**config.mk**
```make
export PLATFORM = sky130hd
export DESIGN_NAME = cond_save_queue
export DESIGN_NICKNAME = d
export VERILOG_FILES = /design/src/rtl/csq_pkg.sv /design/src/rtl/csq_pending.sv /design/src/rtl/csq_store.sv /design/src/rtl/csq_trip.sv /design/src/rtl/cond_save_queue.sv
export SDC_FILE = /design/constraint.sdc
export NUM_CORES = 2
export LEC_CHECK = 0
export BUFFER_PORTS_ARGS = -buffer_cell sky130_fd_sc_hd__buf_2
export CORE_MARGIN = 1.5
export CORE_UTILIZATION = 60
export CTS_CLUSTER_DIAMETER = 100
export DETAILED_ROUTE_END_ITERATION = 7
export PLACE_DENSITY = 0.76
export SLEW_MARGIN = 40
export SYNTH_ARGS = -nofsm -noshare
export SYNTH_HDL_FRONTEND = slang
export SYNTH_SLANG_ARGS = --single-unit
```
**constraint.sdc**
```tcl
create_clock -name clk -period 2.2 [get_ports clk]
set_input_delay 0.11 -clock clk [delete_from_list [all_inputs] [get_ports clk]]
set_output_delay 0.11 -clock clk [all_outputs]
set_load 0.01 [all_outputs]
```
**src/rtl/csq_pkg.sv**
```systemverilog
package csq_pkg;
  // bits needed to hold a count from 0 up to n inclusive
  function automatic int count_width(input int n);
    return $clog2(n + 1);
  endfunction
endpackage

```
**src/rtl/csq_pending.sv**
```systemverilog
module csq_pending
  import csq_pkg::*;
#(
  parameter int DATA_W     = 16,
  parameter int ITER_W     = 4,
  parameter int PEND_DEPTH = 8,
  parameter int PCW        = count_width(PEND_DEPTH)
) (
  input  logic                             clk,
  input  logic                             rst_sn,
  input  logic                             clr,
  input  logic                             acc,
  input  logic [DATA_W-1:0]                in_data,
  input  logic [ITER_W-1:0]                in_iter,
  input  logic                             in_alw,
  input  logic                             res_vld,
  input  logic [ITER_W-1:0]                res_iter,
  input  logic                             res_true,
  output logic [PCW-1:0]                   pend_cnt,
  output logic [PCW-1:0]                   cm_cnt,
  output logic [PEND_DEPTH-1:0][DATA_W-1:0] cm_data
);
  logic [DATA_W-1:0] sd_q [PEND_DEPTH];
  logic [ITER_W-1:0] si_q [PEND_DEPTH];
  logic              sa_q [PEND_DEPTH];
  logic [DATA_W-1:0] sd_d [PEND_DEPTH];
  logic [ITER_W-1:0] si_d [PEND_DEPTH];
  logic              sa_d [PEND_DEPTH];
  logic [PCW-1:0]    pcnt_q, pcnt_d;

  // slots in push order, incoming push appended as the youngest
  logic [DATA_W-1:0] ed [PEND_DEPTH+1];
  logic [ITER_W-1:0] ei [PEND_DEPTH+1];
  logic              ea [PEND_DEPTH+1];
  logic              ev [PEND_DEPTH+1];

  always_comb begin
    for (int k = 0; k < PEND_DEPTH; k++) begin
      ed[k] = sd_q[k];
      ei[k] = si_q[k];
      ea[k] = sa_q[k];
      ev[k] = (k < int'(pcnt_q));
    end
    ed[PEND_DEPTH] = in_data;
    ei[PEND_DEPTH] = in_iter;
    ea[PEND_DEPTH] = in_alw;
    ev[PEND_DEPTH] = acc;
  end

  int  cpos, spos;
  logic hit;
  always_comb begin
    cpos    = 0;
    spos    = 0;
    hit     = 1'b0;
    cm_data = '0;
    for (int k = 0; k < PEND_DEPTH; k++) begin
      sd_d[k] = sd_q[k];
      si_d[k] = si_q[k];
      sa_d[k] = sa_q[k];
    end
    for (int k = 0; k <= PEND_DEPTH; k++) begin
      hit = ev[k] && res_vld && (ei[k] == res_iter);
      if (hit && (res_true || ea[k])) begin
        if (cpos < PEND_DEPTH) cm_data[cpos] = ed[k];
        cpos = cpos + 1;
      end else if (ev[k] && !hit) begin
        if (spos < PEND_DEPTH) begin
          sd_d[spos] = ed[k];
          si_d[spos] = ei[k];
          sa_d[spos] = ea[k];
        end
        spos = spos + 1;
      end
    end
    cm_cnt = PCW'(cpos);
    pcnt_d = PCW'(spos);
  end

  always_ff @(posedge clk or negedge rst_sn) begin
    if (!rst_sn)  pcnt_q <= '0;
    else if (clr) pcnt_q <= '0;
    else          pcnt_q <= pcnt_d;
  end

  always_ff @(posedge clk) begin
    if (!clr) begin
      for (int k = 0; k < PEND_DEPTH; k++) begin
        sd_q[k] <= sd_d[k];
        si_q[k] <= si_d[k];
        sa_q[k] <= sa_d[k];
      end
    end
  end

  assign pend_cnt = pcnt_q;
endmodule

```
**src/rtl/csq_store.sv**
```systemverilog
module csq_store
  import csq_pkg::*;
#(
  parameter int DATA_W     = 16,
  parameter int PEND_DEPTH = 8,
  parameter int COM_DEPTH  = 16,
  parameter int PCW        = count_width(PEND_DEPTH),
  parameter int CCW        = count_width(COM_DEPTH)
) (
  input  logic                              clk,
  input  logic                              rst_sn,
  input  logic                              clr,
  input  logic [PCW-1:0]                    cm_cnt,
  input  logic [PEND_DEPTH-1:0][DATA_W-1:0] cm_data,
  input  logic                              pop_req,
  output logic [CCW-1:0]                    com_cnt,
  output logic                              pop_vld,
  output logic [DATA_W-1:0]                 pop_data,
  output logic                              pop_unf
);
  localparam int AW = $clog2(COM_DEPTH);

  logic [DATA_W-1:0] mem [COM_DEPTH];
  logic [AW-1:0]     wr_q, wr_d, rd_q, rd_d;
  logic [CCW-1:0]    ccnt_q, ccnt_d;
  logic              pop_hit;

  always_comb begin
    pop_hit = pop_req && (ccnt_q != '0);
    wr_d    = wr_q + AW'(cm_cnt);
    rd_d    = rd_q + AW'(pop_hit);
    ccnt_d  = ccnt_q + CCW'(cm_cnt) - CCW'(pop_hit);
  end

  always_ff @(posedge clk) begin
    if (!clr) begin
      for (int k = 0; k < PEND_DEPTH; k++) begin
        if (k < int'(cm_cnt)) mem[wr_q + AW'(k)] <= cm_data[k];
      end
    end
  end

  always_ff @(posedge clk or negedge rst_sn) begin
    if (!rst_sn) begin
      wr_q     <= '0;
      rd_q     <= '0;
      ccnt_q   <= '0;
      pop_vld  <= 1'b0;
      pop_data <= '0;
      pop_unf  <= 1'b0;
    end else if (clr) begin
      wr_q     <= '0;
      rd_q     <= '0;
      ccnt_q   <= '0;
      pop_vld  <= 1'b0;
      pop_data <= '0;
      pop_unf  <= 1'b0;
    end else begin
      wr_q     <= wr_d;
      rd_q     <= rd_d;
      ccnt_q   <= ccnt_d;
      pop_vld  <= pop_hit;
      pop_data <= pop_hit ? mem[rd_q] : '0;
      pop_unf  <= pop_req && !pop_hit;
    end
  end

  assign com_cnt = ccnt_q;
endmodule

```
**src/rtl/csq_trip.sv**
```systemverilog
module csq_trip #(
  parameter int TRIP_W = 16
) (
  input  logic              clk,
  input  logic              rst_sn,
  input  logic              clr,
  input  logic              inc,
  output logic [TRIP_W-1:0] count
);
  logic [TRIP_W-1:0] cnt_d;

  always_comb cnt_d = count + TRIP_W'(inc);

  always_ff @(posedge clk or negedge rst_sn) begin
    if (!rst_sn)  count <= '0;
    else if (clr) count <= '0;
    else if (inc) count <= cnt_d;
  end
endmodule

```
**src/rtl/cond_save_queue.sv**
```systemverilog
module cond_save_queue
  import csq_pkg::*;
#(
  parameter int DATA_W     = 16,
  parameter int ITER_W     = 4,
  parameter int PEND_DEPTH = 8,
  parameter int COM_DEPTH  = 16,
  parameter int TRIP_W     = 16
) (
  input  logic              clk,
  input  logic              rst_n,
  input  logic              clr,
  input  logic              push_en,
  input  logic [DATA_W-1:0] push_data,
  input  logic [ITER_W-1:0] push_iter,
  input  logic              push_always,
  input  logic              res_vld,
  input  logic [ITER_W-1:0] res_iter,
  input  logic              res_true,
  input  logic              pop_req,
  output logic              pop_vld,
  output logic [DATA_W-1:0] pop_data,
  output logic              pop_unf,
  output logic              push_ovf,
  output logic [TRIP_W-1:0] trip_count
);
  localparam int PCW = count_width(PEND_DEPTH);
  localparam int CCW = count_width(COM_DEPTH);

  logic [1:0] rst_sync;
  logic       rst_sn;
  always_ff @(posedge clk or negedge rst_n) begin
    if (!rst_n) rst_sync <= 2'b00;
    else        rst_sync <= {rst_sync[0], 1'b1};
  end
  assign rst_sn = rst_sync[1];

  logic [PCW-1:0]                    pend_cnt, cm_cnt;
  logic [CCW-1:0]                    com_cnt;
  logic [PEND_DEPTH-1:0][DATA_W-1:0] cm_data;
  logic                              ovf_now, acc;

  always_comb begin
    ovf_now = push_en && ((int'(pend_cnt) == PEND_DEPTH) ||
                          (int'(pend_cnt) + int'(com_cnt) >= COM_DEPTH));
    acc     = push_en && !ovf_now && !clr;
  end

  always_ff @(posedge clk or negedge rst_sn) begin
    if (!rst_sn)  push_ovf <= 1'b0;
    else if (clr) push_ovf <= 1'b0;
    else          push_ovf <= ovf_now;
  end

  csq_pending #(.DATA_W(DATA_W), .ITER_W(ITER_W), .PEND_DEPTH(PEND_DEPTH)) i_pend (
    .clk(clk), .rst_sn(rst_sn), .clr(clr), .acc(acc),
    .in_data(push_data), .in_iter(push_iter), .in_alw(push_always),
    .res_vld(res_vld), .res_iter(res_iter), .res_true(res_true),
    .pend_cnt(pend_cnt), .cm_cnt(cm_cnt), .cm_data(cm_data)
  );

  csq_store #(.DATA_W(DATA_W), .PEND_DEPTH(PEND_DEPTH), .COM_DEPTH(COM_DEPTH)) i_store (
    .clk(clk), .rst_sn(rst_sn), .clr(clr), .cm_cnt(cm_cnt), .cm_data(cm_data),
    .pop_req(pop_req), .com_cnt(com_cnt), .pop_vld(pop_vld),
    .pop_data(pop_data), .pop_unf(pop_unf)
  );

  csq_trip #(.TRIP_W(TRIP_W)) i_trip (
    .clk(clk), .rst_sn(rst_sn), .clr(clr),
    .inc(res_vld && res_true && !clr), .count(trip_count)
  );
endmodule

```
==> run summary, run 1 <==
Synthesis
• yosys synthesis warning count: 0
• syn nets: 7725
• number of enable flip-flop cells after synthesis: 424
• flop and latch count out of synthesis: 478
• fraction of synthesis flops using an asynchronous set or reset pin: 11.30%
• top cells by area in the synthesized netlist: edfxtp_1, nor2_1, a211oi_1
• area share of the leading cell type in the synthesized netlist: 22.84%
• most common cell in the netlist: nor2_1
• top cell types by occurrence after synthesis: nor2_1, nand2_1, clkbuf_1
• Post-synth top flop: edfxtp_1
• post-synthesis average cell area: 7.289 sq um
• cell accounting for the most synthesized area: edfxtp_1
• sequential share of the synthesized area: 25.26%
• Distinct cells, synth: 110
• post-synth design cell area: 0.05574 sq mm
• number of standard cells after synthesis: 7648

Clock network
• number of buffers created by CTS: 58
• clock root buffer master: clkbuf_16
• H-tree depth: 2
• Sink Count: 478
• buffers from clock root to sink, at most: 3

Outcome
• last step reached: 5_1_grt
• result of the run: stopped before the end
• error that stopped the run: [ERROR GRT-0116] Global routing finished with congestion. Check the congestion regions in the DRC Viewer.

GRT
• number of global-route vias before repair: 95.94k
• overall fraction of global-route tracks in use: 98.02%
• pin count of the biggest net entering global routing: 74
• wire length of the first global-routing pass: 689200 microns
• global route overflow: 6444

Floorplan
• floorplan row count: 111
• IO Count: 67
• Starting Density: 60.72%
• height of the die: 307.8 microns
• Die Wd: 307.8 microns

Placed design
• number of port buffers: 66
• Detail Placement HPWL: 253300 microns
• Place WS: -6.381 ns
• placer congestion estimate: 1.666

[stage by stage]
step	std cells	hold WS, ns	TNS, ns	util (%)	cell area (sq um)
after floorplan	7648	-0.1856	-3990.33	-	56110
after global placement	10240	-0.1030	-3496.44	81.11	74460
after detailed placement	10240	-0.09751	-3730.28	81.12	74470
after CTS	10470	0.01382	-3415.53	87.12	79970
[routing by layer]
layer  overflow  global-route usage (%)
met4       1421                   102.7
met3        386                   86.07
met1        580                   91.66
met2       4000                   115.3
met5         57                   70.75
[logic make-up after synthesis]
kind of cell    after synthesis  synth area share (%)
buf+inv                     980                 7.028
mux                         447                 9.916
flops                       478                 25.26
compound gates             2818                 32.96
simple gates               2776                 21.86
xor+xnor                    103                 1.919
fa+ha+maj                    45                 1.050
other cells                   1              0.006727
[timing repair]
item,CTS
hold buffers,9
buffers inserted,102
setup endpoints to repair,693
pin swaps,147
hold endpoints to repair,23
resized for setup,494
cloned,15
==> run 2, diff against run 1 <==
--- a/config.mk
+++ b/config.mk
@@ -7,10 +7,9 @@
 export LEC_CHECK = 0
 export BUFFER_PORTS_ARGS = -buffer_cell sky130_fd_sc_hd__buf_2
 export CORE_MARGIN = 1.5
-export CORE_UTILIZATION = 60
-export CTS_CLUSTER_DIAMETER = 100
+export CORE_UTILIZATION = 40
 export DETAILED_ROUTE_END_ITERATION = 7
-export PLACE_DENSITY = 0.76
+export PLACE_DENSITY_LB_ADDON = 0.15
 export SLEW_MARGIN = 40
 export SYNTH_ARGS = -nofsm -noshare
 export SYNTH_HDL_FRONTEND = slang
==> run summary, run 2 <==
STA
• min setup slack post-route: -5.528 ns
• clock period minus worst slack: 7.728 ns
• accumulated negative setup slack: -3548.40 ns
• final-report setup violation count: 708
• Worst Max-Slew Pin Slew: 0.8756 ns
• relative max-transition margin: 41.63%
• hold_ws: 0.07963 ns
• final worst clock skew: 0.07698 ns
• share of the clock period used by the worst path after layout: 351.3%
• setup repair after global routing missed its margin: true
• final hold vios: 0
• timing-limited maximum frequency: 129.4 MHz
• pins over their slew limit: 0

Cells and area
• share of post-route cells with drive strength above 1: 34.82%
• most common cell after layout, fill and taps aside: buf_4
• leading cell types in the layout, fill and taps excluded: buf_4, nor2_1, nand2_1, a21oi_1, edfxtp_1
• post-synthesis to final-layout area growth: 49.64%
• Reg with most FFs: i_store.mem
• Layout Cell Area excl Fill: 0.08341 sq mm
• nets: 9535
• Filler Cells Inserted: 12.45k
• biggest regs: i_store.mem: 256 flops, i_pend.sd_q: 128 flops, i_pend.si_q: 32 flops
• number of flip-flops under the largest register name: 256
• utilization of the core after routing: 60.52%

Hold path
• cell count of the worst hold path: 4
• class of the tightest hold or removal check: in -> reg

Power and ir drop
• share of total power consumed by net switching: 32.23%
• VDD IR max: 707.5 uV
• portion of total power attributed to sequential cells: 35.7%
• Power Density: 357.4 mW/mm^2
• switching pwr: 9607 uW
• Comb power frac: 23.4%
• internal cell power: 20200 uW
• portion of total power attributed to the clock network: 40.9%
• leakage power figure: 0.03389 uW

Setup path
• category of the worst setup path capture point: flop
• worst-path fanout max: 6
• data required time at the worst endpoint: 2.71 ns
• Critical Path Slowest Stage Cell: or4_4
• critical path type: reg -> reg
• endpoint arrival time on the critical path: 8.23 ns
• Register-to-Register Path Depth: 41
• worst path buffer plus inverter count: 11
• logic depth of the worst setup path including buffers: 41
• Critical Path Source Type: flop
• CP max stage delay: 0.58 ns
• Critical Path Most Common Cell: buf_6
• delay-heaviest family, CP: compound AO/OA/AOI/OAI gates

Synthesis
• top cell types by occurrence after synthesis: nor2_1, nand2_1, clkbuf_1
• top cells by area in the synthesized netlist: edfxtp_1, nor2_1, a211oi_1
• Distinct cells, synth: 110, unchanged
• post-synthesis average cell area: 7.289 sq um, unchanged
• syn nets: 7725, unchanged
• most common cell in the netlist: nor2_1
• area share of the leading cell type in the synthesized netlist: 22.84%, unchanged
• number of standard cells after synthesis: 7648, unchanged
• Post-synth top flop: edfxtp_1
• number of enable flip-flop cells after synthesis: 424, unchanged
• fraction of synthesis flops using an asynchronous set or reset pin: 11.30%, unchanged
• cell accounting for the most synthesized area: edfxtp_1
• yosys synthesis warning count: 0, unchanged
• flop and latch count out of synthesis: 478, unchanged
• sequential share of the synthesized area: 25.26%, unchanged
• post-synth design cell area: 0.05574 sq mm, unchanged

Clock network
• clock root buffer master: clkbuf_16
• clock slew at reported path FFs: 0.06 ns
• buffers from clock root to sink, at most: 3, unchanged
• clock insertion delay at the later pin of the skew report: 0.77 ns
• Sink Count: 478, unchanged
• clock tree from TritonCTS: built
• H-tree depth: 3, +1
• number of buffers created by CTS: 69, +19%

GRT
• wire length of the first global-routing pass: 542700 microns
• number of global-route vias before repair: 74.44k
• initial antenna violation count: 34
• overall fraction of global-route tracks in use: 53.32%
• pin count of the biggest net entering global routing: 65
• global route overflow: 0

Route
• DR DRC count: 37
• total via count in the routed design: 77.91k
• final WL: 388300 microns
• number of optimization iterations in the first detailed-route pass: 8
• DR WL/cell: 34.28 microns
• via density per instance: 6.879
• First DRT Iteration DRCs: 13.06k
• number of routed nets with antenna violations: 0

Floorplan
• Starting Density: 40.44%, -20 points
• floorplan row count: 136, +23%
• IO Count: 67, unchanged
• core outline area: 0.1378 sq mm
• Die Wd: 376.3 microns, +22%
• Die Area: 0.1416 sq mm
• height of the die: 376.3 microns, +22%

Placed design
• Detail Placement HPWL: 299900 microns, +18%
• instance area after placement: 0.07791 sq mm, +4.6%
• placer congestion estimate: 1.189, -29%
• number of port buffers: 66, unchanged

Outcome
• result of the run: complete, but fails checks
• failing checks: DRC, setup timing

Run
• max-cap viol count: 0

[run 2: repair_timing]
action / in CTS / in global routing
hold buffers: 14 / 0
buffers inserted: 61 / 38
pin swaps: 77 / 74
endpoints found under the hold margin: 44 / 0
setup endpoints to repair: 753 / 709
cloned: 4 / 2
resized for setup: 271 / 202
[run 2: layout make-up]
class / count / area [sq um] / area share [%]
Antenna cell: 19 / 47.55 / 0.05700
Clock buffer: 84 / 1844 / 2.211
Inverter: 76 / 295.3 / 0.3540
Timing Repair Buffer: 2642 / 24240 / 29.06
Sequential cell: 478 / 14090 / 16.89
Clock inverter: 42 / 526.8 / 0.6315
Multi-Input combinational cell: 6191 / 40120 / 48.10
Tap cell: 1794 / 2245 / 2.691
[run 2: worst register-to-register path: cells and delay by family, from the launching register on]
family | cells | cell delay, ns
AOI/OAI and AO/OA | 12 | 2.07
adders and majority gates | 6 | 1.68
and+or+nand+nor | 10 | 1.60
buffers and inverters | 11 | 1.22
xor gates and xnor gates | 2 | 0.50
DFF | 1 | 0.41
[run 2: cells by family (layout without fill, tap and decap cells)]
| family | count (synthesis) | after routing | share of synthesized area [%] |
|---|---|---|---|
| xor+xnor | 103 | 103 | 1.919 |
| fa+ha+maj | 45 | 45 | 1.050 |
| mux | 447 | 448 | 9.916 |
| buf+inv | 980 | 2844 | 7.028 |
| other cells | 1 | 20 | 0.006727 |
| compound gates | 2818 | 2818 | 32.96 |
| simple gates | 2776 | 2776 | 21.86 |
| flops | 478 | 478 | 25.26 |
[run 2: through the flow]
step	instances	total power, uW	setup slack (ns)
2_1_floorplan	7648	14340	-6.254
3_5_place_dp	11070	17380	-5.995
6_report	11330	29810	-5.528
3_3_place_gp	11070	17260	-5.953
5_1_grt	11310	30480	-5.718
4_1_cts	11270	29440	-5.372
[run 2: final timing paths]
| kind | from | slack (ns) | to |
|---|---|---|---|
| min in group asynchronous | rst_sync[1]$_DFF_PN0_ | 0.22 | i_trip.count[3]$_DFFE_PN0P_ |
| max in group asynchronous | rst_sync[1]$_DFF_PN0_ | 1.37 | i_store.pop_data[10]$_DFF_PN0_ |
| max reg2reg | i_pend.pend_cnt[3]$_DFF_PN0_ | -5.53 | i_store.mem[1][7]$_DFFE_PP_ |
| max | i_pend.pend_cnt[3]$_DFF_PN0_ | -5.53 | i_store.mem[1][7]$_DFFE_PP_ |
| min | push_data[10] | 0.08 | i_pend.sd_q[2][26]$_DFFE_PN_ |
| min reg2reg | rst_sync[1]$_DFF_PN0_ | 0.22 | i_trip.count[3]$_DFFE_PN0P_ |
[run 2: routing by layer]
layer / track usage (%) / part of all wire (%) / up-vias
met5: 2.985 / 0.11 / -
met4: 50.43 / 12 / 28
met2: 78.43 / 41 / 6823
met3: 20.89 / 13 / 2609
li1: - / - / 32450
met1: 58.27 / 33 / 36010
[run 2: power groups by stage]
| stage | Sequential [uW] | Combinational [uW] | Clock [uW] |
|---|---|---|---|
| 2_1_floorplan | 10600 | 3700 | 0 |
| 3_3_place_gp | 10800 | 6460 | 0 |
| 3_5_place_dp | 10800 | 6560 | 0 |
| 4_1_cts | 10600 | 6680 | 12100 |
| 5_1_grt | 10700 | 7290 | 12500 |
| 6_report | 10700 | 6970 | 12200 |
Note: power is estimated with default switching activity, not from simulation.
